--- config.mk ---
export PLATFORM = sky130hd
export DESIGN_NAME = i2cm_byte_path
export DESIGN_NICKNAME = d
export VERILOG_FILES = /design/src/rtl/i2cm_bp_pkg.sv /design/src/rtl/i2cm_bp_fifo.sv /design/src/rtl/i2cm_bp_track.sv /design/src/rtl/i2cm_byte_path.sv
export SDC_FILE = /design/constraint.sdc
export NUM_CORES = 1
export LEC_CHECK = 0
export BUFFER_PORTS_ARGS = -buffer_cell sky130_fd_sc_hd__buf_2
export CAP_MARGIN = 10
export CORE_UTILIZATION = 25
export CTS_BUF_LIST = sky130_fd_sc_hd__clkbuf_2 sky130_fd_sc_hd__clkbuf_4 sky130_fd_sc_hd__clkbuf_8
export DETAILED_ROUTE_END_ITERATION = 10
export GPL_TIMING_DRIVEN = 0
export PLACE_DENSITY_LB_ADDON = 0.2
export SLEW_MARGIN = 5
export SYNTH_ARGS = -nofsm -noshare
export SYNTH_HDL_FRONTEND = slang
export SYNTH_SLANG_ARGS = --single-unit
--- constraint.sdc ---
create_clock -name clk -period 3.8 [get_ports clk]
set_input_delay 0.76 -clock clk [delete_from_list [all_inputs] [get_ports clk]]
set_output_delay 0.76 -clock clk [all_outputs]
set_load 0.005 [all_outputs]
--- src/rtl/i2cm_bp_pkg.sv ---
package i2cm_bp_pkg;
    localparam int DATA_W = 8;
    localparam int LEN_W  = 8;

    typedef enum logic [2:0] {
        REG_DATA  = 3'd0,
        REG_RXLEN = 3'd1,
        REG_TXLEN = 3'd2,
        REG_RXCNT = 3'd3,
        REG_TXCNT = 3'd4,
        REG_LEVEL = 3'd5,
        REG_FLAG  = 3'd6
    } reg_sel_e;

    localparam logic [DATA_W-1:0] EMPTY_READ = 8'hFF;
endpackage

--- src/rtl/i2cm_bp_fifo.sv ---
module i2cm_bp_fifo #(
    parameter int DEPTH = 8,
    parameter int W     = 8,
    localparam int AW   = (DEPTH > 1) ? $clog2(DEPTH) : 1,
    localparam int LW   = $clog2(DEPTH + 1)
) (
    input  logic          clk,
    input  logic          rst_n,
    input  logic          flush,
    input  logic          push,
    input  logic          pop,
    input  logic [W-1:0]  wdata,
    output logic [W-1:0]  rdata,
    output logic [LW-1:0] level,
    output logic          full,
    output logic          empty,
    output logic          push_ok,
    output logic          pop_ok
);
    typedef struct packed {
        logic [DEPTH-1:0][W-1:0] mem;
        logic [AW-1:0]           wp;
        logic [AW-1:0]           rp;
        logic [LW-1:0]           lvl;
    } fifo_state_t;

    fifo_state_t st_d, st_q;

    function automatic logic [AW-1:0] ptr_inc(input logic [AW-1:0] p);
        return (p == AW'(DEPTH - 1)) ? '0 : p + 1'b1;
    endfunction

    always_comb begin
        full    = (st_q.lvl == LW'(DEPTH));
        empty   = (st_q.lvl == '0);
        pop_ok  = pop && !empty && !flush;
        push_ok = push && !flush && (!full || pop_ok);
        rdata   = st_q.mem[st_q.rp];
        level   = st_q.lvl;

        st_d = st_q;
        if (flush) begin
            st_d.wp  = '0;
            st_d.rp  = '0;
            st_d.lvl = '0;
        end else begin
            if (push_ok) begin
                st_d.mem[st_q.wp] = wdata;
                st_d.wp           = ptr_inc(st_q.wp);
            end
            if (pop_ok) begin
                st_d.rp = ptr_inc(st_q.rp);
            end
            case ({push_ok, pop_ok})
                2'b10:   st_d.lvl = st_q.lvl + 1'b1;
                2'b01:   st_d.lvl = st_q.lvl - 1'b1;
                default: st_d.lvl = st_q.lvl;
            endcase
        end
    end

    always_ff @(posedge clk or negedge rst_n) begin
        if (!rst_n) st_q <= '0;
        else        st_q <= st_d;
    end


    fifo_level_bound_chk: assert property (@(posedge clk) disable iff (!rst_n)
        st_q.lvl <= LW'(DEPTH));


    fifo_flush_chk: assert property (@(posedge clk) disable iff (!rst_n)
        flush |=> (level == '0));


    fifo_empty_pop_chk: assert property (@(posedge clk) disable iff (!rst_n)
        (pop && empty && !push && !flush) |=> (level == '0));
endmodule

--- src/rtl/i2cm_bp_track.sv ---
module i2cm_bp_track #(
    parameter int CNT_W    = 8,
    parameter bit RETARGET = 1'b0
) (
    input  logic             clk,
    input  logic             rst_n,
    input  logic             len_wr,
    input  logic [CNT_W-1:0] len_wdata,
    input  logic             step,
    output logic [CNT_W-1:0] len,
    output logic [CNT_W-1:0] cnt,
    output logic             fin,
    output logic             active,
    output logic             restart,
    output logic             hit
);
    typedef struct packed {
        logic [CNT_W-1:0] len;
        logic [CNT_W-1:0] cnt;
        logic             fin;
    } trk_state_t;

    trk_state_t st_d, st_q;
    logic [CNT_W:0] cnt_after;
    logic [CNT_W:0] eff_len;

    assign active = (st_q.cnt != '0) && !st_q.fin;

    generate
        if (RETARGET) begin : g_retarget
            assign restart = len_wr && !active;
        end else begin : g_plain
            assign restart = len_wr;
        end
    endgenerate

    always_comb begin
        cnt_after = {1'b0, st_q.cnt} + {{CNT_W{1'b0}}, step};
        eff_len   = {1'b0, (len_wr ? len_wdata : st_q.len)};
        hit       = !restart && !st_q.fin && (step || len_wr)
                    && (cnt_after != '0) && (cnt_after >= eff_len);

        st_d = st_q;
        if (restart) begin
            st_d.len = len_wdata;
            st_d.cnt = '0;
            st_d.fin = 1'b0;
        end else begin
            if (len_wr) st_d.len = len_wdata;
            st_d.cnt = cnt_after[CNT_W-1:0];
            st_d.fin = st_q.fin || hit;
        end
    end

    assign len = st_q.len;
    assign cnt = st_q.cnt;
    assign fin = st_q.fin;

    always_ff @(posedge clk or negedge rst_n) begin
        if (!rst_n) st_q <= '0;
        else        st_q <= st_d;
    end


    cnt_step_chk: assert property (@(posedge clk) disable iff (!rst_n)
        !len_wr |=> ((cnt == $past(cnt)) || (cnt == $past(cnt) + 1'b1)));


    fin_hold_chk: assert property (@(posedge clk) disable iff (!rst_n)
        (fin && !len_wr) |=> (fin && $stable(cnt)));
endmodule

--- src/rtl/i2cm_byte_path.sv ---
module i2cm_byte_path
    import i2cm_bp_pkg::*;
#(
    parameter int FIFO_DEPTH = 8,
    localparam int LW        = $clog2(FIFO_DEPTH + 1)
) (
    input  logic              clk,
    input  logic              rst_n,
    input  logic              bus_wr,
    input  logic              bus_rd,
    input  logic [2:0]        bus_addr,
    input  logic [DATA_W-1:0] bus_wdata,
    output logic [DATA_W-1:0] bus_rdata,
    input  logic              eng_dir_rd,
    input  logic              eng_tx_take,
    output logic              eng_tx_valid,
    output logic [DATA_W-1:0] eng_tx_byte,
    input  logic              eng_rx_put,
    input  logic [DATA_W-1:0] eng_rx_byte,
    output logic              tx_service,
    output logic              rx_service,
    output logic              xfer_done,
    output logic              tx_overflow
);
    typedef struct packed {
        logic ovf;
        logic done;
    } top_state_t;

    top_state_t st_d, st_q;

    logic              rx_len_wr, tx_len_wr, rx_pop, tx_push;
    logic [LEN_W-1:0]  rx_len, rx_cnt, tx_len, tx_cnt;
    logic              rx_fin, tx_fin, rx_active, tx_active;
    logic              rx_restart, tx_restart, rx_hit, tx_hit;
    logic [DATA_W-1:0] rx_head;
    logic [LW-1:0]     rx_lvl, tx_lvl;
    logic              rx_full, rx_empty, tx_full, tx_empty;
    logic              rx_push_ok, rx_pop_ok, tx_push_ok, tx_pop_ok;
    logic [LEN_W:0]    tx_planned;

    assign rx_len_wr = bus_wr && (bus_addr == REG_RXLEN);
    assign tx_len_wr = bus_wr && (bus_addr == REG_TXLEN);
    assign tx_push   = bus_wr && (bus_addr == REG_DATA);
    assign rx_pop    = bus_rd && (bus_addr == REG_DATA);

    i2cm_bp_track #(.CNT_W(LEN_W), .RETARGET(1'b1)) u_rx_trk (
        .clk(clk), .rst_n(rst_n), .len_wr(rx_len_wr), .len_wdata(bus_wdata),
        .step(rx_push_ok), .len(rx_len), .cnt(rx_cnt), .fin(rx_fin),
        .active(rx_active), .restart(rx_restart), .hit(rx_hit)
    );

    i2cm_bp_track #(.CNT_W(LEN_W), .RETARGET(1'b0)) u_tx_trk (
        .clk(clk), .rst_n(rst_n), .len_wr(tx_len_wr), .len_wdata(bus_wdata),
        .step(tx_pop_ok), .len(tx_len), .cnt(tx_cnt), .fin(tx_fin),
        .active(tx_active), .restart(tx_restart), .hit(tx_hit)
    );

    i2cm_bp_fifo #(.DEPTH(FIFO_DEPTH), .W(DATA_W)) u_rx_fifo (
        .clk(clk), .rst_n(rst_n), .flush(rx_restart),
        .push(eng_rx_put && !rx_fin), .pop(rx_pop), .wdata(eng_rx_byte),
        .rdata(rx_head), .level(rx_lvl), .full(rx_full), .empty(rx_empty),
        .push_ok(rx_push_ok), .pop_ok(rx_pop_ok)
    );

    i2cm_bp_fifo #(.DEPTH(FIFO_DEPTH), .W(DATA_W)) u_tx_fifo (
        .clk(clk), .rst_n(rst_n), .flush(tx_restart),
        .push(tx_push), .pop(eng_tx_take && eng_tx_valid), .wdata(bus_wdata),
        .rdata(eng_tx_byte), .level(tx_lvl), .full(tx_full), .empty(tx_empty),
        .push_ok(tx_push_ok), .pop_ok(tx_pop_ok)
    );

    always_comb begin
        eng_tx_valid = !tx_empty && !tx_fin;
        rx_service   = !rx_empty;
        tx_planned   = {1'b0, tx_cnt} + (LEN_W+1)'(tx_lvl);
        tx_service   = !tx_full && (tx_planned < {1'b0, tx_len});

        unique case (bus_addr)
            REG_DATA:  bus_rdata = rx_empty ? EMPTY_READ : rx_head;
            REG_RXLEN: bus_rdata = rx_len;
            REG_TXLEN: bus_rdata = tx_len;
            REG_RXCNT: bus_rdata = rx_cnt;
            REG_TXCNT: bus_rdata = tx_cnt;
            REG_LEVEL: bus_rdata = {4'(rx_lvl), 4'(tx_lvl)};
            REG_FLAG:  bus_rdata = {7'd0, st_q.ovf};
            default:   bus_rdata = '0;
        endcase

        st_d.done = eng_dir_rd ? rx_hit : tx_hit;
        if (tx_restart) st_d.ovf = 1'b0;
        else            st_d.ovf = st_q.ovf || (tx_push && !tx_push_ok);
    end

    assign xfer_done   = st_q.done;
    assign tx_overflow = st_q.ovf;

    always_ff @(posedge clk or negedge rst_n) begin
        if (!rst_n) st_q <= '0;
        else        st_q <= st_d;
    end


    done_pulse_chk: assert property (@(posedge clk) disable iff (!rst_n)
        xfer_done |=> !xfer_done);


    ovf_sticky_chk: assert property (@(posedge clk) disable iff (!rst_n)
        (tx_overflow && !tx_len_wr) |=> tx_overflow);


    shrink_done_chk: assert property (@(posedge clk) disable iff (!rst_n)
        (rx_len_wr && rx_active && eng_dir_rd && (bus_wdata <= rx_cnt)) |=> xfer_done);


    tx_service_room_chk: assert property (@(posedge clk) disable iff (!rst_n)
        tx_service |-> (tx_lvl < LW'(FIFO_DEPTH)));
endmodule

# Word-level counts from Yosys, hierarchy flattened
# Index checks and enable logic that the tools add are counted.
word_totals:
  regBits: 184
  latch_bits: 0
  ram_bits: 0
  romBits: 0
  inputBits: 26
  output_inout_bits: 21
  wordCells: 158
  mem_count: 0
op_classes:
  addsub: 11
  n_mul: 0
  n_div: 0
  order_cmp: 9
  n_eq_ne: 16
  n_shift: 0
  mux: 30
  bitwise_logic: 2
  reduce_logical: 60
ops:
  columns: ["cell", "count"]
  rows:
  - ["bitwise mux 64 bit", 2]
  - ["2-to-1 mux 8 bit", 7]
  - ["one-hot mux 8 bit (7 select lines)", 1]
  - ["binary-select mux 8 bit (select 3 bit)", 2]
  - ["demux 8 bit (select 3 bit)", 2]
  - ["logical AND 1 bit", 29]
  - ["2-to-1 mux 3 bit", 8]
  - ["equality test 3 bit, second input constant", 7]
  - ["2-to-1 mux 10 bit", 2]
  - ["adder 8 x 1 -> 9 bit", 2]
  - [">= comparator 9 x 8 -> 1 bit", 2]
  - ["nonzero test 9 bit", 2]
  - ["2-to-1 mux 17 bit", 1]
  - ["less-than comparator 3 x 4 -> 1 bit, second input constant", 4]
  - ["one-hot mux 4 bit (2 select lines)", 2]
  - ["adder 3 x 1 -> 3 bit, second input constant", 4]
  - ["logical NOT 1 bit", 10]
  - ["adder 8 x 4 -> 9 bit", 1]
  - ["less-than comparator 9 x 8 -> 1 bit", 1]
  - ["2-to-1 mux 9 bit", 1]
  - ["adder 4 x 1 -> 4 bit, second input constant", 2]
  - ["equality test 4 bit, second input constant", 2]
  - ["logical NOT 4 bit", 2]
  - ["nonzero test 2 bit", 4]
  - ["13 further kinds", 28]

# Logic depth before layout (Yosys ltp)
# Gate-level depths: netlist (run 1).
depth:
  word_depth: 14
  mapped_depth: 19
  ltp_nobuf: 17

# By module
# From an unflattened synthesis (run 1), not the netlist that was laid out.
unflattened:
  hier_cells: 855
  area_unflattened_um2: 10670.2
by_module_without_submodules:
  columns: ["mod", "instances", "cells_per_inst", "area_per_inst_um2", "seq_area_each_um2"]
  rows:
  - ["i2cm_bp_fifo at u_tx_fifo", 1, 260, 3787.4, 1851.8]
  - ["i2cm_bp_fifo at u_rx_fifo", 1, 254, 3769.9, 1851.8]
  - ["i2cm_bp_track at u_tx_trk", 1, 102, 1053.5, 425.4]
  - ["i2cm_byte_path", 1, 144, 1039.7, 50.0]
  - ["i2cm_bp_track at u_rx_trk", 1, 95, 1019.7, 425.4]

# Least setup slack after synthesis (run 1)
# No wires, ideal clock.
synth_path:
  kind: "input to register"
  startpoint: "input bus_addr[1]"
  endpoint: "register u_rx_trk.st_q, in the netlist u_rx_trk.fin"
  setup_time_ps: 136
  arrival_ps: 3636
  required_ps: 3664
  setup_slack_ps: 28
  stages: 18
  n_path_buf: 2
  cell_sequence: "buf_6 nor3_1 nand2_1 nand3_1 nand4_4 inv_2 buf_4 ha_1 ha_1 nand3_1 nor2_1 xor2_1 ha_1 a2111oi_0 o21a_1 o31ai_1 o211ai_1 a21oi_1"
synth_lines:
  columns: ["item", "line", "rtl"]
  rows:
  - ["start, declared", "i2cm_byte_path.sv:11", "input logic [2:0] bus_addr,"]
  - ["end signal, assigned", "i2cm_bp_track.sv:61", "else st_q <= st_d;"]
  - ["end, declared", "i2cm_bp_track.sv:23", "trk_state_t st_d, st_q;"]

# Worst setup path after layout (run 1)
layout_path:
  startpoint: "register u_tx_fifo.st_q, in the netlist u_tx_fifo.level[0]"
  endpoint: "output tx_service"
layout_via:
  elab_chain_len: 3
  word_cells_on_any_way: 5
  classes_between: "add/sub: 1; order compare: 1; eq/ne: 1; reduce/logical: 2"
layout_lines:
  columns: ["item", "line", "rtl"]
  rows:
  - ["start, declared", "i2cm_bp_fifo.sv:27", "fifo_state_t st_d, st_q;"]
  - ["start signal, assigned", "i2cm_bp_fifo.sv:64", "else st_q <= st_d;"]
  - ["adder 8 x 4 -> 9 bit or equality test 4 bit (tied branches)", "i2cm_byte_path.sv:76, i2cm_bp_fifo.sv:34", null]
  - ["less-than comparator 9 x 8 -> 1 bit or logical NOT 1 bit (tied branches)", "i2cm_byte_path.sv:77", "tx_service = !tx_full && (tx_planned < {1'b0, tx_len});"]
  - ["logical AND 1 bit *", "i2cm_byte_path.sv:77", null]
  - ["end, declared", "i2cm_byte_path.sv:20", "output logic tx_service,"]
# Every way passes the cells marked *; elsewhere a longest branch is shown, timed or not.

==> results.txt, run 1 <==
The vertical extent of the die came out at 201.4 um. Power spread over the standard cell area amounts to 700.5 nW/um^2. After detailed routing, the number of remaining DRC violations is 0. The maximum number of pins on one net before global-route repair is 75. The port buffer count came out at 38. The run finished, with violations left.

In this run the horizontal extent of the chip is 201.4 um. The row count came out at 72. The CTS sink count is 184. The area overhead of the layout relative to synthesis is 16.43%. Setup repair after global routing could not meet its margin everywhere.

Overall power consumption after layout is estimated at 8.105 mW. The post-detailed-route via-to-cell ratio came out at 4.625. The detailed router finished its first iteration with 271 violations. The cell count after synthesis came out at 803. The clock tree from TritonCTS is yes.

The reported net switching power is 2.818 mW. Traced cell by cell, the critical path runs through ha_4, fa_2, a21o_1, a21oi_2, nor2_1, xor2_1, ha_1, a21o_1, a211oi_2, o21ai_1, nor2_2, buf_2. The largest fanout of any net on the critical path came out at 2. After floorplanning, the core was sized to cover 38920 um^2. The aggregate global routing overflow is 0. Hold repair after CTS inserted 0 buffers.

The post-synthesis cell type with the largest combined area is sky130_fd_sc_hd__dfrtp_1. The checks that failed: negative setup slack. The number of storage elements in the synthesis netlist came out at 184. When the netlist entered floorplanning its net count stood at 876. The setup slack of the critical path after layout is -27.50 ps. The number of enable-type register cells in the synthesized netlist is 0. The final routed wirelength across all metal layers came out at 25600 um. Sequential cells were found to cover 46.33% of the synthesized design area. The largest single stage delay on the critical path is 450 ps. The clock network accounts for 20.9% of the total power. The power share of the combinational group is 41.7%. The internal power of the cells totals 5.287 mW. The detailed placer's ending HPWL is 18620 um. The overall global routing resource usage came out at 13.45%. The number of global-route vias before repair came to 6727. The finished cells cover 11570 um^2. The final hold violation count came out at 0. The most used flip-flop cell after synthesis is sky130_fd_sc_hd__dfrtp_1. The mean instance size in the synthesized netlist came out at 12.38 um^2. Max-cap violations in this run came to 0. The placer's final routability congestion estimate is 0.7602. The top-level I/O count is 47. The number of distinct library cells after synthesis came out at 67. The deepest clock path buffer count came out at 2.

The actual transition at the worst max-transition pin is 843.2 ps. The number of filler cells placed in the layout is 4069. The max-slew violation total from the final report is 0. The combined area of all synthesized cells came out at 9938 um^2. The number of antenna violations at the first check in global routing is 0. The number of buffers created by CTS came out at 17. The standard cell area after detailed placement came out at 10840 um^2. The clock transition time at the flip-flop clock pins of the worst setup and hold paths is 100 ps.

The cell with the largest stage delay on the worst path is sky130_fd_sc_hd__dfrtp_2. The effective utilization at floorplan is 25.54%. The async set-or-reset flop fraction in the synthesized netlist came out at 100.0%. The leakage power of the design is 5.307 nW. The number of nets in the layout came out at 946. By instance count, the cell type seen most on the critical path is sky130_fd_sc_hd__a21o_1.

The count of nets left with antenna violations after detail routing is 0. The number of cells after detailed placement is 1361. In the post-synthesis netlist, the biggest area contributors are sky130_fd_sc_hd__dfrtp_1 46%, sky130_fd_sc_hd__mux2_2 15%, sky130_fd_sc_hd__mux4_2 7.3%.

The number of buffers and inverters on the critical path is 1. For this block, the via count after detailed routing is 6494. The depth of the CTS H-tree is 4. Setup violations remaining at the end of the flow were counted as 1. The switching portion of total power came out at 34.76%. In this design, the largest share of critical-path delay is due to compound AO/OA/AOI/OAI gates. Clock latency on the worst-skew pair, taken at its later pin, is 500 ps. Static timing analysis puts the maximum clock frequency at 261.3 MHz. The critical path arrival came out at 3070 ps. The time the worst path needs with I/O delays and setup came out at 3828 ps. The first-pass GRT wire length is 41080 um. The most common cell in the synthesized netlist is sky130_fd_sc_hd__dfrtp_1. Of the available clock period, the critical path in the final layout requires 100.7%. STA classifies the critical path endpoint as a primary output. The count of synthesis-stage warnings from yosys is 0. The maximum vdd drop came out at 0.2764 mV. The first detailed-routing pass ran for 4 iterations. The critical path is of the flop to primary output type. The number of non-filler instances in the completed layout came out at 1404. The sequential cell fraction of total power came out at 37.4%.

The remaining max-slew budget at the tightest pin came out at 43.32%. The path category of the worst min-delay check is input pin to asynchronous set/reset pin. The die covers 40550 um^2. The tree is rooted in a sky130_fd_sc_hd__clkbuf_8.

STA classifies the critical path startpoint as a flop. The clock arrives with 16.91 ps of skew. The fraction of final layout cells sized beyond drive strength 1 is 34.76%. After synthesis, the most frequently instantiated cells are 184 x sky130_fd_sc_hd__dfrtp_1, 134 x sky130_fd_sc_hd__mux2_2, 45 x sky130_fd_sc_hd__nor2_1, 44 x sky130_fd_sc_hd__ha_1, 36 x sky130_fd_sc_hd__nand2_1.

The average wire per standard cell is 18.23 um. The number of antenna diodes in the final layout is 0. The fraction of synthesized cell area taken by the top area cell type came out at 46.33%.

The required time at the endpoint of the critical path is 3040 ps.
-- power by group through the flow --
stage / logic [mW] / clock network [mW] / registers (mW)
after floorplan: 2.43 / 0 / 2.91
after global placement: 3.19 / 0 / 3.07
after detailed placement: 3.23 / 0 / 3.07
after CTS: 3.39 / 1.77 / 3.03
after global routing: 3.78 / 1.84 / 3.13
final: 3.38 / 1.69 / 3.03
-- metal layers --
| layer | share of wire (%) | GRT usage (%) | up-vias |
|---|---|---|---|
| met5 | 0 | 0 | - |
| met4 | 1.4 | 4.031 | 0 |
| met3 | 2.2 | 2.511 | 17 |
| met2 | 47 | 20.83 | 63 |
| met1 | 50 | 18.97 | 3351 |
| li1 | - | - | 3063 |
-- per-stage QoR --
| stage | hold WS (ps) | setup WS [ps] | setup TNS (ps) | util, % |
|---|---|---|---|---|
| floorplan | 452.4 | 28.27 | 0 | - |
| global placement | 470.4 | -1432 | -263180 | 27.69 |
| detailed placement | 477.3 | -919.1 | -2136 | 27.86 |
| CTS | 141.9 | -144.9 | -144.9 | 29.49 |
| global route | 159.8 | -154.5 | -170.3 | 29.73 |
| finish | 157.9 | -27.50 | -27.50 | 29.73 |
-- layout make-up --
| type | count | area (um^2) | area share, % |
|---|---|---|---|
| sequential | 184 | 4609 | 39.84 |
| tap | 518 | 648.1 | 5.601 |
| buffer | 45 | 206.4 | 1.784 |
| inverter | 35 | 131.4 | 1.135 |
| clock buffer | 18 | 241.5 | 2.087 |
| clock inverter | 14 | 265.3 | 2.292 |
| timing repair buffer | 51 | 337.8 | 2.920 |
| multi-input combinational | 539 | 5131 | 44.34 |
-- cells in the final DEF (no fill, tap or decap), types with 14 or more instances in the layout --
| master | count |
|---|---|
| sky130_fd_sc_hd__dfrtp_1 | 180 |
| sky130_fd_sc_hd__mux2_2 | 134 |
| sky130_fd_sc_hd__nor2_1 | 42 |
| sky130_fd_sc_hd__ha_1 | 42 |
| sky130_fd_sc_hd__buf_2 | 41 |
| sky130_fd_sc_hd__nand2_1 | 36 |
| sky130_fd_sc_hd__inv_1 | 34 |
| sky130_fd_sc_hd__mux4_2 | 32 |
| sky130_fd_sc_hd__clkbuf_1 | 19 |
| sky130_fd_sc_hd__o21ai_0 | 19 |
| sky130_fd_sc_hd__a21oi_1 | 18 |
| sky130_fd_sc_hd__clkbuf_8 | 17 |
| sky130_fd_sc_hd__and2_1 | 16 |
| sky130_fd_sc_hd__nor2b_1 | 15 |
| sky130_fd_sc_hd__mux2i_1 | 15 |
| sky130_fd_sc_hd__buf_4 | 14 |
-- worst reg2reg max path, stage by stage (launching register included) --
cell,delay [ps]
sky130_fd_sc_hd__dfrtp_1,470
sky130_fd_sc_hd__nor4_2,360
sky130_fd_sc_hd__and2_1,250
sky130_fd_sc_hd__nand2_1,110
sky130_fd_sc_hd__nand4_4,110
sky130_fd_sc_hd__inv_2,50
sky130_fd_sc_hd__buf_4,180
sky130_fd_sc_hd__ha_1,210
sky130_fd_sc_hd__ha_2,210
sky130_fd_sc_hd__nand3_1,130
sky130_fd_sc_hd__nor2_4,60
sky130_fd_sc_hd__xor2_2,150
sky130_fd_sc_hd__ha_1,330
sky130_fd_sc_hd__a2111oi_1,350
sky130_fd_sc_hd__o21a_1,190
sky130_fd_sc_hd__o31ai_2,90
sky130_fd_sc_hd__nand2_1,90
sky130_fd_sc_hd__o22ai_2,110
-- registers in the layout (all words and copies together) (netlist names) --
| signal | count |
|---|---|
| u_tx_trk.len | 8 |
| u_tx_fifo.st_q | 70 |
| u_tx_fifo.level | 4 |
| u_rx_trk.len | 8 |
| u_rx_fifo.level | 4 |
| u_tx_trk.fin | 1 |
| u_tx_trk.cnt | 8 |
| xfer_done | 1 |
| tx_overflow | 1 |
| u_rx_trk.cnt | 8 |
| u_rx_trk.fin | 1 |
| u_rx_fifo.st_q | 70 |
-- what timing repair did --
action,4_1_cts,5_1_grt
pin swaps,4,5
cloned,0,0
setup buffers,8,3
gates resized for setup,22,15
endpoints found under the setup margin,20,4
-- cell families (layout without fill, tap and decap cells) --
kind of cell,Yosys count,after routing,share of synthesized area [%]
buffers and inverters,80,163,3.311
AO/OA/AOI/OAI,104,104,7.114
AND/OR/NAND/NOR,175,175,10.08
multiplexers,191,191,25.08
flip-flops,184,184,46.33
XOR/XNOR,22,22,1.939
adder cells (fa/ha/maj),47,47,6.144
-- path summary, 6_finish.rpt --
path	startpoint	endpoint	slack, ps	cells past startpoint
max	u_tx_fifo.level[0]	tx_service	-30	12
min	rst_n	u_tx_fifo.level[1]	160	1
max reg2reg	u_rx_trk.cnt[5]	xfer_done	240	17
min reg2reg	u_tx_fifo.st_q[58]	u_tx_fifo.st_q[58]	500	1
max in group asynchronous	rst_n	u_rx_trk.cnt[6]	2900	2
min in group clk	u_tx_fifo.st_q[58]	u_tx_fifo.st_q[58]	500	1
Power figures use the tool's default switching activity.
==> run 2: changes to the inputs <==
Settings changed: CORE_UTILIZATION 25 to 55.
==> run 2 against run 1 <==
Against the previous run: the run now ends clean; global-route usage grew 13 points; via count grew 4.4%; non-clock buffer count shrank 5; worst setup slack gained 42 ps; routed wire length shrank 11%; combinational power is essentially flat; highest routed layer unchanged.
==> results.txt, run 2 (same netlist as run 1, synthesis figures left out) <==
The number of antenna violations at the first check in global routing is 0. The analysis attributes to cell leakage a power of 5.217 nW. The first-pass GRT wire length is 36560 um. The total power per unit cell area came out at 705.8 nW/um^2.

The standard cell area after detailed placement came out at 10450 um^2. The overall global routing resource usage came out at 26.25%. The area taken by flip-flops and latches is 4608 um^2. The antenna diode count is 0.

After floorplanning, the core was divided into 48 placement rows. Per report_power, the combinational group accounts for 43.0% of the total. The CTS sink count is 184. For this run, the top clock speed supported by timing is 264.2 MHz. 47 I/O pins were placed.

In the global route stage, met3 resource usage came out at 3.356%. The critical path arrival came out at 3030 ps. In the layout the commonest cells are 181 x sky130_fd_sc_hd__dfrtp_1, 134 x sky130_fd_sc_hd__mux2_2, 43 x sky130_fd_sc_hd__nor2_1, 41 x sky130_fd_sc_hd__buf_2, 41 x sky130_fd_sc_hd__ha_1. Setup slack on the worst reg-to-reg path comes out at 200 ps.

The deepest clock path buffer count is 2. The multi-input combinational cells in the finished layout cover a total of 5100 um^2. The internal power summed over all cells is 4.935 mW. Clock tree synthesis selected as its root buffer the cell sky130_fd_sc_hd__clkbuf_8. The routed layout has 6782 vias. The sequential cell fraction of total power is 39.2%. The vertical extent of the die is 136.4 um. The maximum clock skew at final layout came out at 14.20 ps. The area growth from synthesis to layout is 10.94%.

The violation count after the first detailed-route iteration came out at 552. The met1 track demand over resource came out at 33.76%. Setup repair after global routing could not meet its margin everywhere. The capture point of the worst path is tx_service. The final critical path takes up 99.62% of the cycle. The number of failing setup endpoints in the final timing report is 0. The run finished with clean final reports. The reported net switching power came out at 2.846 mW. The number of buffers created by CTS is 17. The maximum number of pins on one net before global-route repair is 96. The kind of start point of the critical path is a flop. In this run, the clock network consumes 17.8% of the power. The worst pin sits at a relative slew slack of 43.93%. The reported max-cap violation count is 0.

The post-detailed-route DRC marker count is 0. The largest fanout of any net on the critical path came out at 2. Summing all non-filler instances in the final layout gives an area of 11030 um^2. The startpoint of the worst-slack reg-to-reg timing path is u_tx_fifo.level[0]. The length of the first detailed-routing pass in iterations came out at 5. In this run the worst setup path begins at u_tx_fifo.level[0]. The path class of the tightest hold or removal check is input pin to asynchronous set/reset pin. In this run the remaining antenna-violating nets after routing total 0. The effective utilization at floorplan came out at 56.87%. The clock transition time at the flip-flop clock pins of the worst setup and hold paths is 110 ps.

The actual transition at the worst max-transition pin is 834.2 ps. The clock insertion delay at the later pin of the skew report came out at 470 ps. The time the worst path needs with I/O delays and setup is 3786 ps. The worst setup path is captured at a primary output. The layout has 1314 filler cells.

After layout, the design draws a total of 7.781 mW. The endpoint identified for the worst register-to-register timing path is xfer_done. The overall die area came out at 18610 um^2. The die width came out at 136.4 um. The placeable core region came out at 17480 um^2. The most crowded layer after global routing is met2.

Detailed placement finished with a half-perimeter wire length of 16590 um. The final hold violation count was 0. Of the cells placed in the final design, the portion with a size suffix greater than 1 is 33.83%. The kind of critical path is flop to primary output. The number of global-route vias before repair came out at 6954. TritonCTS built the clock tree.

The final routed wirelength across all metal layers is 22830 um. Leaving out fill and tap cells, the most frequent cell in the layout is sky130_fd_sc_hd__dfrtp_1. The number of nets in the layout is 941. The maximum vdd drop came out at 0.4080 mV. The post-detailed-route via-to-cell ratio came out at 6.132. The placer's final routability congestion estimate is 0.9174.

The max-slew violation total from the final report is 0. In the final layout, the registers with the most flip-flops are u_rx_fifo.st_q x70, u_tx_fifo.st_q x70. After global routing the overflow that remains totals 0.

The switching portion of total power is 36.58%. The port buffer count is 38. The required time at the endpoint of the critical path is 3040 ps. The depth of the CTS H-tree came out at 4. The number of cells on the worst reg-to-reg path is 16. After detailed routing, the average wire length per cell comes to 20.64 um.

The met2 layer usage reported by global route is 45.63%.
-- run 2: through the flow --
| stage | setup slack (ps) | util [%] | std cells | setup TNS (ps) | hold slack (ps) |
|---|---|---|---|---|---|
| floorplan | 28.27 | - | 803 | 0 | 452.4 |
| global placement | -761.1 | 59.56 | 1066 | -137590 | 461.2 |
| detailed placement | -905.7 | 59.78 | 1067 | -1782 | 470.8 |
| CTS | -35.28 | 62.64 | 1102 | -35.28 | 323.8 |
| global route | -64.28 | 63.09 | 1106 | -136.2 | 356.4 |
| finish | 14.36 | 63.09 | 1106 | 0 | 304.4 |
-- run 2: how the worst min path moves through the flow --
stage                             startpoint            endpoint  slack (ps)
after floorplan           u_tx_fifo.st_q[58]  u_tx_fifo.st_q[58]         450
after global placement    u_tx_fifo.st_q[58]  u_tx_fifo.st_q[58]         460
after detailed placement  u_tx_fifo.st_q[64]  u_tx_fifo.st_q[64]         470
after CTS                              rst_n  u_tx_fifo.st_q[52]         320
after global routing                   rst_n  u_tx_fifo.st_q[52]         360
final                                  rst_n  u_tx_fifo.st_q[52]         300
-- run 2: area by class of cell --
cell class | count | area share (%)
buffer | 45 | 1.872
clock buffer | 17 | 2.122
clock inverter | 15 | 1.668
inverter | 35 | 1.192
multi-input combinational | 539 | 46.25
sequential | 184 | 41.80
tap | 225 | 2.553
timing repair buffer | 46 | 2.542
-- run 2: power by group through the flow --
stage,clock network [mW],registers [mW],logic (mW)
floorplan,0,2.91,2.43
global placement,0,3.01,3.07
detailed placement,0,3.08,3.21
CTS,1.41,3.03,3.31
global route,1.48,3.12,3.68
finish,1.39,3.05,3.35
-- run 2: worst max-delay path, stage by stage, from the launching register on --
cell	delay (ps)
sky130_fd_sc_hd__dfrtp_2	450
sky130_fd_sc_hd__ha_4	170
sky130_fd_sc_hd__fa_2	340
sky130_fd_sc_hd__a21o_1	170
sky130_fd_sc_hd__a21oi_2	160
sky130_fd_sc_hd__nor2_1	70
sky130_fd_sc_hd__xor2_1	150
sky130_fd_sc_hd__ha_1	330
sky130_fd_sc_hd__a21o_1	190
sky130_fd_sc_hd__a211oi_2	220
sky130_fd_sc_hd__o21ai_1	90
sky130_fd_sc_hd__nor2_1	100
sky130_fd_sc_hd__buf_2	120
-- run 2: timing repair --
item | CTS | global route
endpoints found under the setup margin | 11 | 13
pin swaps | 3 | 5
hold buffers | 0 | 0
setup buffers | 3 | 4
gates resized for setup | 20 | 13
-- run 2: per-layer routing --
| layer | vias to the layer above | wire length, um |
|---|---|---|
| met5 | - | 0 |
| met4 | 0 | 491 |
| met3 | 48 | 933 |
| met2 | 201 | 11840 |
| met1 | 3477 | 9565 |
| li1 | 3056 | - |
==> run 3: changes to the inputs <==
==> constraint.sdc (replaced) <==
create_clock -name clk -period 3.8 [get_ports clk]
set_input_delay 0.19 -clock clk [delete_from_list [all_inputs] [get_ports clk]]
set_output_delay 0.19 -clock clk [all_outputs]
set_load 0.005 [all_outputs]
==> run 3 against run 2 <==
Against the previous run: clock power about the same; global-route usage decreased by 0.065 points; clock skew decreased by 1.5 ps; first-iteration DRC count decreased by 12%; largest cell class unchanged.
==> results.txt, run 3 (same netlist as run 1, synthesis figures left out) <==
The run finished with clean final reports. The setup path with the least slack is of type flop to primary output. Once layout is complete, the cells apart from fillers number 1103.

After clock tree synthesis, the clock-pin slew on the worst setup and hold paths is 100 ps. The reported max-cap violation count is 0. The vertical extent of the die came out at 136.4 um.

The number of filler cells placed in the layout came out at 1340. The first-pass GRT wire length came out at 36510 um. In this run the clock root is driven by a sky130_fd_sc_hd__clkbuf_8. OpenSTA, run right after detailed placement, puts the worst setup slack at -335.7 ps. The kind of start point of the critical path is a flop. The row count is 48.

After detailed routing, the number of vias per cell comes to 6.115. The number of global-route vias before repair is 6931. The worst-case reg-to-reg path depth is 15. The overall global routing resource usage came out at 26.19%. The placer's final routability congestion estimate came out at 0.9174. Data on the critical path arrives at its endpoint at 3490 ps.

TritonCTS built the clock tree. The worst hold path was traced through 2 stages. Cells fill 62.60% of the core in the end. The clock drives 184 sinks. The largest registers in the layout are u_rx_fifo.st_q x70, u_tx_fifo.st_q x70. The most common cell after layout, fill and taps aside is sky130_fd_sc_hd__dfrtp_1.

Across all layers, the routed design uses 6745 vias. The number of buffers created by CTS came out at 17. The tightest hold path in the finished design has a slack of 46.93 ps. The number of cells after detailed placement is 1067.

The port buffer count came out at 38. The number of antenna violations at the first check in global routing was 0. Global routing consumed, on the met3 layer, 3.356% of the routing resources.

The length of the first detailed-routing pass in iterations came out at 6. The required time at the endpoint of the critical path came out at 3610 ps. Global routing used 33.66% of the available met1 tracks. Setup repair after global routing left no endpoint under its margin. The die width is 136.4 um.

In this run the most used layer during global routing was met2. The time the worst path needs with I/O delays and setup came out at 3679 ps. The count of nets left with antenna violations once routing finished came out at 0. The setup slack of the critical path after layout is 120.8 ps.

In the routed design, unresolved DRC markers number 0. STA classifies the critical path endpoint as a primary output. In this run the static leakage power is 5.197 nW. The top-level I/O count is 47. The fraction of final layout cells sized beyond drive strength 1 came out at 32.00%.

In this run the tightest slew margin relative to its limit is 44.88%. The max-slew violation total from the final report is 0. Based on the critical path, the design can be clocked at up to 271.8 MHz.

For met2 alone, demand over resource in global routing was 45.52%. The clock passes through at most 2 buffers. The antenna diode count came out at 0. The placeable core region came out at 17480 um^2. The number of nets in the layout is 938. The area overhead of the layout relative to synthesis is 10.08%. The final period utilization came out at 96.82%. The detailed placer's ending HPWL is 16590 um. The library cells used most frequently in the layout, excluding fill and tap cells, are 181 x sky130_fd_sc_hd__dfrtp_1, 134 x sky130_fd_sc_hd__mux2_2, 45 x sky130_fd_sc_hd__nor2_1, 43 x sky130_fd_sc_hd__buf_2, 43 x sky130_fd_sc_hd__ha_1. The initial utilization of the core area, before any placement, comes to 56.87%. Setup violations remaining at the end of the flow were counted as 0. The final hold violation count came out at 0. After detailed routing, the average wire length per cell comes to 20.60 um. The largest fanout of any net on the critical path is 10. The final routed wirelength across all metal layers is 22720 um. The violation count after the first detailed-route iteration is 488. At the pin with the least slew margin, the transition time is 820.0 ps. The maximum clock skew at final layout came out at 12.72 ps.

The path category of the worst min-delay check is input pin to flop. The maximum number of pins on one net before global-route repair came out at 96. The overall die area is 18610 um^2. For the worst-skew pair, the clock arrives at the later sink with an insertion delay of 470 ps. The total power per unit cell area came out at 702.1 nW/um^2. The maximum vdd drop is 0.4083 mV.

CTS built an H-tree with a depth of 4. After global routing the overflow that remains totals 0.
==> run 3: cell count changes in the layout (fill, tap and decap cells not counted), sizes merged <==
cell	previous run	this run
clkbuf	47	46
buf	61	57
dlygate4sd3	0	2
==> run 3: power by group <==
part / internal, mW / leakage (nW) / switching [mW]
Combinational: 1.67 / 2.62 / 1.56
Sequential: 2.59 / 2.38 / 0.476
Clock: 0.611 / 0.198 / 0.773
Total: 4.87 / 5.20 / 2.81
==> run 3: worst paths after layout <==
kind	from	end	slack, ps
max	u_rx_fifo.st_q[5]	bus_rdata[1]	120
min	eng_rx_byte[6]	u_rx_fifo.st_q[64]	50
max reg2reg	u_tx_fifo.level[1]	xfer_done	240
min reg2reg	u_tx_fifo.st_q[64]	u_tx_fifo.st_q[64]	490
max in group asynchronous	rst_n	u_rx_trk.cnt[3]	2550
min in group asynchronous	rst_n	u_tx_fifo.st_q[52]	330
==> run 3: repair_timing <==
item	in CTS	in global routing
hold buffers	2	0
pin swaps	0	5
resized for setup	2	9
gates cloned	0	0
endpoints found under the setup margin	2	2
buffers inserted	0	3
endpoints found under the hold margin	95	0
==> run 3: final cells by class <==
cell class | instances | area (um^2) | area share [%]
clock inverters | 15 | 183.9 | 1.681
clock buffers | 17 | 234.0 | 2.139
inverters | 35 | 131.4 | 1.201
flip-flops and latches | 184 | 4608 | 42.12
repair buffers | 44 | 270.3 | 2.470
multi-input cells | 539 | 5037 | 46.04
plain buffers | 44 | 193.9 | 1.773
well taps | 225 | 281.5 | 2.573
==> run 3: worst max-delay path, stage by stage, from the launching register on <==
cell and delay, ps:
sky130_fd_sc_hd__dfrtp_1 370, sky130_fd_sc_hd__clkbuf_1 500, sky130_fd_sc_hd__clkbuf_1 630, sky130_fd_sc_hd__mux4_2 410, sky130_fd_sc_hd__mux2_2 300, sky130_fd_sc_hd__o21ai_0 350, sky130_fd_sc_hd__o221ai_1 270, sky130_fd_sc_hd__buf_2 190
==> run 3: routing by layer <==
layer,vias to the layer above,wire length [um]
li1,3051,-
met1,3479,9294
met2,181,11920
met3,34,1109
met4,0,398
met5,-,0
==> run 3: stage by stage <==
stage                     total power, mW  TNS [ps]  cell area [um^2]
after floorplan                     5.338         0              9938
after global placement              6.074    -31570             10410
after detailed placement            6.290    -642.5             10450
after CTS                           7.676         0             10890
after global routing                8.189         0             10940
final                               7.682         0             10940
